## src/rtl/hz_pkg.sv

```systemverilog
package hz_pkg;

    typedef struct packed {
        logic lu_guard;
    } hz_state_t;

    typedef struct packed {
        logic pc_we;
        logic ifid_we;
        logic bubble;
    } hz_ctrl_t;

    localparam hz_ctrl_t HZ_RUN    = '{pc_we: 1'b1, ifid_we: 1'b1, bubble: 1'b0};
    localparam hz_ctrl_t HZ_FREEZE = '{pc_we: 1'b0, ifid_we: 1'b0, bubble: 1'b1};

endpackage

```

## src/rtl/hz_src_match.sv

```systemverilog
module hz_src_match #(
    parameter int REG_W = 5
) (
    input  logic [REG_W-1:0] src,
    input  logic             used,
    input  logic [REG_W-1:0] dst,
    output logic             hit
);
    always_comb begin
        hit = used && (src == dst);
    end
endmodule

```

## src/rtl/hz_port_conflict.sv

```systemverilog
module hz_port_conflict #(
    parameter bit SHARED_MEM = 1'b1
) (
    input  logic access,
    output logic steal
);
    generate
        if (SHARED_MEM) begin : g_shared
            assign steal = access;
        end else begin : g_split
            logic unused_access;
            assign unused_access = access;
            assign steal = 1'b0;
        end
    endgenerate
endmodule

```

## src/rtl/hz_stall_unit.sv

```systemverilog
module hz_stall_unit
    import hz_pkg::*;
#(
    parameter int NUM_SRC    = 2,
    parameter int REG_W      = 5,
    parameter bit SHARED_MEM = 1'b1
) (
    input  logic                     clk,
    input  logic                     rst_n,
    input  logic [NUM_SRC*REG_W-1:0] id_src_flat,
    input  logic [NUM_SRC-1:0]       id_src_used,
    input  logic [REG_W-1:0]         ex_dst,
    input  logic                     ex_mem_read,
    input  logic                     mem_data_access,
    output logic                     pc_we,
    output logic                     ifid_we,
    output logic                     ex_bubble
);
    localparam int SRC_BITS = NUM_SRC * REG_W;

    hz_state_t          state_d, state_q;
    hz_ctrl_t           ctrl;
    logic [NUM_SRC-1:0] src_hit;
    logic               port_steal;
    logic               lu_raw;
    logic               lu_hit;

    genvar gi;
    generate
        for (gi = 0; gi < NUM_SRC; gi++) begin : g_src
            hz_src_match #(.REG_W(REG_W)) u_match (
                .src  (id_src_flat[gi*REG_W +: REG_W]),
                .used (id_src_used[gi]),
                .dst  (ex_dst),
                .hit  (src_hit[gi])
            );
        end
    endgenerate

    hz_port_conflict #(.SHARED_MEM(SHARED_MEM)) u_port (
        .access (mem_data_access),
        .steal  (port_steal)
    );

    always_comb begin
        state_d = state_q;
        lu_raw  = ex_mem_read && (ex_dst != '0) && (|src_hit);
        lu_hit  = rst_n && lu_raw && !state_q.lu_guard;
        ctrl    = HZ_RUN;
        if (rst_n && (lu_hit || port_steal)) begin
            ctrl = HZ_FREEZE;
        end
        state_d.lu_guard = lu_hit;
        if (!rst_n) begin
            state_d = '0;
        end
    end

    always_ff @(posedge clk) begin
        state_q <= state_d;
    end

    assign pc_we     = ctrl.pc_we;
    assign ifid_we   = ctrl.ifid_we;
    assign ex_bubble = ctrl.bubble;

    logic [SRC_BITS-1:0] unused_width_ref;
    assign unused_width_ref = id_src_flat;

endmodule

```

## config.mk

```make
export PLATFORM = sky130hd
export DESIGN_NAME = hz_stall_unit
export DESIGN_NICKNAME = d
export VERILOG_FILES = /design/src/rtl/hz_pkg.sv /design/src/rtl/hz_src_match.sv /design/src/rtl/hz_port_conflict.sv /design/src/rtl/hz_stall_unit.sv
export SDC_FILE = /design/constraint.sdc
export NUM_CORES = 1
export LEC_CHECK = 0
export ABC_AREA = 1
export CORE_AREA = 2 2 39 41
export CTS_CLUSTER_DIAMETER = 30
export DETAILED_ROUTE_END_ITERATION = 10
export DIE_AREA = 0 0 41 43
export SKIP_CTS_REPAIR_TIMING = 1
export SYNTH_ARGS = -nofsm -noshare
export SYNTH_HDL_FRONTEND = slang
export SYNTH_HIERARCHICAL = 1
export SYNTH_SLANG_ARGS = --single-unit
```

## constraint.sdc

```tcl
create_clock -name clk -period 3.15 [get_ports clk]
set_input_delay 0.63 -clock clk [delete_from_list [all_inputs] [get_ports clk]]
set_output_delay 0.63 -clock clk [all_outputs]
set_load 0.05 [all_outputs]
```

After elaboration in Yosys (flattened, before gate mapping)
Cells that the tools add are included.
Operators by class
  add/subtract/negate cells: 0
  $mul: 0
  divide/modulo/power cells: 0
  order comparisons: 0
  eq/ne operators: 2
  shift-type cells: 0
  multiplexer cells: 1
  bitwise logic cells: 0
  reductions and logical operators: 11
Operator list (number)
  $eq A5 B5 Y1: 2
  $logic_and A1 B1 Y1: 7
  $reduce_bool A5 Y1: 1
  $mux W3: 1
  $reduce_or A2 Y1: 1
  $logic_not A1 Y1: 1
  $logic_or A1 B1 Y1: 1
Storage, ports and cells
  register bits after elaboration: 1
  latch bits: 0
  memory bits (writable): 0
  bits in read-only memories: 0
  input bits: 21
  logic and storage cells: 15
  memories kept: 0

Depth between registers and ports, before layout
  depth in word-level cells: 9
  gate-level depth with buffers: 10
  depth with buffers taken out: 10

Modules after synthesis
Netlist, hierarchy kept.
Modules (own cells, without submodules)
  hz_src_match: instances 2, cells an instance 21, area an instance 91.3 sq um
  hz_stall_unit: instances 1, cells an instance 16, area an instance 86.3 sq um
  hz_port_conflict: instances 1, cells an instance 1, area an instance 7.5 sq um

Worst setup path after synthesis
Ideal clock, no wire load.
  path kind: input -> output
  start: in id_src_flat[5]
  end: out pc_we
  arrival: 2.212 ns
  required time: 2.520 ns
  setup slack: 0.308 ns
  cell stages on the path: 10
  buffers on the path: 1
  path through: inv_1 nand2_1 nand2_1 nor2_1 nand2_1 nor2_2 nor2_1 nor2_2 a21oi_1 buf_4
On the way
  cells in the longest elaborated chain, start to end: 9
Ends and longest elaborated chain
  start: declaration: RTL line hz_stall_unit.sv:10  | input logic [NUM_SRC*REG_W-1:0] id_src_flat,
  $eq A5 B5 Y1: RTL line hz_src_match.sv:10  | hit = used && (src == dst);
  $logic_and A1 B1 Y1: RTL line hz_src_match.sv:10
  net src_hit[1]: RTL line hz_stall_unit.sv:23  | logic [NUM_SRC-1:0] src_hit;
  $reduce_or A2 Y1: RTL line hz_stall_unit.sv:47  | lu_raw = ex_mem_read && (ex_dst != '0) && (|src_hit);
  $logic_and A1 B1 Y1: RTL line hz_stall_unit.sv:47
  $logic_and A1 B1 Y1 (2 in series): RTL line hz_stall_unit.sv:48  | lu_hit = rst_n && lu_raw && !state_q.lu_guard;
  $logic_or A1 B1 Y1: RTL line hz_stall_unit.sv:50  | if (rst_n && (lu_hit || port_steal)) begin
  $logic_and A1 B1 Y1: RTL line hz_stall_unit.sv:50
  $mux W3: RTL line hz_stall_unit.sv:50
  end: declaration: RTL line hz_stall_unit.sv:15  | output logic pc_we,
The timed path passes the listed nets, and every way through them passes these cells.

Worst setup path after layout
  start: in ex_dst[1]
  end: out pc_we
On the way
  cells in the longest elaborated chain, start to end: 9
  elaborated cells on any way between the ends: 13
  those cells by class: 2 x eq/ne; 1 x mux; 10 x reduce/logical
Ends and longest elaborated chain
  start: declaration: RTL line hz_stall_unit.sv:12  | input logic [REG_W-1:0] ex_dst,
  $eq A5 B5 Y1: RTL line hz_src_match.sv:10
  $logic_and A1 B1 Y1: RTL line hz_src_match.sv:10
  net src_hit[1]: RTL line hz_stall_unit.sv:23
  $reduce_or A2 Y1: RTL line hz_stall_unit.sv:47
  $logic_and A1 B1 Y1: RTL line hz_stall_unit.sv:47
  $logic_and A1 B1 Y1 (2 in series): RTL line hz_stall_unit.sv:48
  $logic_or A1 B1 Y1: RTL line hz_stall_unit.sv:50
  $logic_and A1 B1 Y1: RTL line hz_stall_unit.sv:50
  $mux W3: RTL line hz_stall_unit.sv:50
The timed path passes the listed nets, and every way through them passes these cells.

==> impl_summary.log <==
INFO  metric max_clock_freq = 356 MHz
INFO  metric grt_pass1_vias = 308
INFO  metric finalCoreUtilization = 0.392
INFO  metric critical_path_required = 2520 ps
INFO  metric drt-initial-drc-count = 1
INFO  metric critical_path_buf_inv_count = 2
INFO  metric placement_rows = 14
INFO  metric place.gp.congestion = 0.610
INFO  metric path_class = in2out
INFO  metric flow.area_growth_from_synthesis = 95.9%
INFO  metric maxCapViolCount = 0
INFO  metric commonest_non_fill_non_tap_cells_in_the_layout = sky130_fd_sc_hd__nand2_1, sky130_fd_sc_hd__clkdlybuf4s50_1, sky130_fd_sc_hd__inv_1
INFO  metric critical_path.top_delay_family = buffers and inverters
INFO  metric die_height = 43 µm
INFO  metric power = 82.2 µW
INFO  metric groute.usage.overall = 0.0770
INFO  metric hp-class = reg2reg
INFO  metric fraction_of_layout_cells_with_a_size_suffix_above_1 = 0.0750
INFO  metric wl_per_cell = 6.31 µm
INFO  metric die_area = 0.00176 mm²
INFO  metric report.final.slew_viol_count = 0
INFO  metric mostFrequentLayoutCell = sky130_fd_sc_hd__nand2_1
INFO  metric synthDistinctLibCells = 9
INFO  metric internal_power = 53.4 µW
INFO  metric detailed_route_wirelength_on_metal3 = 60 µm
INFO  metric portBuffers = 23
INFO  metric cpMostUsedCell = sky130_fd_sc_hd__nand2_1
INFO  metric syn_avg_cell_area = 4.69 µm²
INFO  metric max-slew-margin-rel = 0.706
INFO  metric dp.final_hpwl = 564 µm
INFO  metric worstMarginPinSlew = 442 ps
INFO  metric rsz0062_at_grt = false
INFO  metric type_of_element_launching_the_critical_path = input port
INFO  metric remaining_drc_errors = 0
INFO  metric ys_seq_area_frac = 0.0724
INFO  metric cp.arrival = 2180 ps
INFO  metric synth.top_cells.by_area = sky130_fd_sc_hd__nand2_1, sky130_fd_sc_hd__inv_1, sky130_fd_sc_hd__xnor2_1, sky130_fd_sc_hd__nor2_1, sky130_fd_sc_hd__dfxtp_1
INFO  metric yosys_warnings = 6
INFO  metric largest_registers = state_q (1)
INFO  metric drt_wl_total = 606 µm
INFO  metric finalHoldViolations = 0
INFO  metric min_period_over_period = 0.891
INFO  metric maxUsedRoutingLayer = met3
INFO  metric io_pins = 24
INFO  metric clkPwrFrac = 0
INFO  metric synth_top_area_frac = 0.312
INFO  metric switchingPower = 28.8 µW
INFO  metric antenna_found_initial = 0
INFO  metric synth_cells = 59
INFO  metric critical_path.cell_chain = clkdlybuf4s50_1 -> nand2_1 -> nand2_1 -> nor2_1 -> nand2_1 -> nor2_2 -> nor2_1 -> nor2_2 -> a21oi_1 -> buf_12
INFO  metric syn_std_cell_area = 277 µm²
INFO  metric worst-path-max-fanout = 5
INFO  metric power_frac_comb = 0.840
INFO  metric vias = 359
INFO  metric drtAntennaViolNets = 0
INFO  metric insertion_delay_to_the_later_sink_of_the_worst_skew_pair = 0 ps
INFO  metric n_antenna_cell = 0
INFO  metric timing.final.setup_violations = 0
INFO  metric crit_path_max_incr_delay = 550 ps
INFO  metric cell_at_the_slowest_stage_of_the_critical_path = sky130_fd_sc_hd__clkdlybuf4s50_1
INFO  metric grt_overflow = 0
INFO  metric firstDrtPassIters = 2
INFO  metric status = finished, final reports clean
INFO  metric ys_seq_elements = 1
INFO  metric finalClockSkew = 0 ps
INFO  metric coreArea = 0.00138 mm²
INFO  metric drt-met1-wl = 250 µm
INFO  metric power_switching_share = 0.350
INFO  metric grt_start_max_net_pins = 6
INFO  metric grt_pass1_wl = 1040 µm
INFO  metric clkSlewWorstSetupHoldPaths = 0 ps
INFO  metric initial_utilization = 0.200
INFO  metric finalNetCount = 103
INFO  metric finalWorstPathRequiredPeriod = 2810 ps
INFO  metric syn-num-nets = 80
INFO  metric avgViaCountPerCell = 3.74
INFO  metric largest_register_ffs = 1
INFO  metric largest_register_by_flop_count = state_q
INFO  metric die_width = 41 µm
INFO  metric routed-wl-met2 = 295 µm
INFO  metric leakage = 0.000284 µW
INFO  metric crit_path_end_kind = output port
INFO  metric power_per_cell_area = 152 mW/mm²
INFO  metric timing.setup.tns = 0 ps
INFO  metric fill_cells = 163
INFO  metric vdd.ir_drop.worst = 58.9 µV
INFO  metric synth_top_area_cell = sky130_fd_sc_hd__nand2_1
INFO  metric power.sequential.fraction = 0.160
==> metrics by stage <==
step	cells	worst slack, ps	hold WS [ps]	cell area, µm²
6_report	96	343	585	542
5_1_grt	96	144	625	542
4_1_cts	96	315	600	542
3_5_place_dp	96	335	598	542
3_3_place_gp	96	316	591	542
2_1_floorplan	59	308	556	277
==> power by group through the flow <==
stage / registers (µW) / logic [µW] / clock network (µW)
2_1_floorplan: 13.1 / 30.5 / 0
3_3_place_gp: 13.1 / 69.5 / 0
3_5_place_dp: 13.1 / 69.8 / 0
4_1_cts: 13.1 / 70.2 / 0
5_1_grt: 13.1 / 76.4 / 0
6_report: 13.1 / 69.1 / 0
==> worst register-to-register path: cells and delay by family (launching register included) <==
kind	cells	cell delay, ps
AND/OR/NAND/NOR	3	240
flip-flops	1	270
buffers and inverters	2	90
==> per-layer routing <==
metal / global-route usage / vias up
met2: 0.144 / 14
met4: 0 / 0
li1: - / 207
met3: 0 / 0
met1: 0.0984 / 138
met5: 0 / -
==> cells by family (layout without fill, tap and decap cells) <==
group           Yosys count  after routing  share of synthesized area
xor+xnor                  4              4                      0.127
buf+inv                  16             37                      0.244
simple gates             37             37                      0.538
compound gates            1              1                     0.0181
flops                     1              1                     0.0724
==> area by class of cell <==
class	count	area (µm²)	area share
Sequential cell	1	20.0	0.0370
Inverter	14	52.6	0.0970
Tap cell	16	20.0	0.0370
Multi-Input combinational cell	42	189	0.349
Timing Repair Buffer	23	260	0.480
==> path summary, 6_finish.rpt <==
path,start,to,slack (ps),depth (start not counted)
min reg2reg,state_q,state_q,580,5
min,state_q,state_q,580,5
max reg2reg,state_q,state_q,2490,5
max,ex_dst[1],pc_we,340,10
==> synth_stat cells <==
master,instances
sky130_fd_sc_hd__dfxtp_1,1
sky130_fd_sc_hd__inv_1,14
sky130_fd_sc_hd__xnor2_1,4
sky130_fd_sc_hd__nor2_2,3
sky130_fd_sc_hd__nor2_1,9
sky130_fd_sc_hd__nand3_1,2
sky130_fd_sc_hd__nand2_1,23
sky130_fd_sc_hd__a21oi_1,1
sky130_fd_sc_hd__buf_4,2
(Power assumes the default switching activity.)
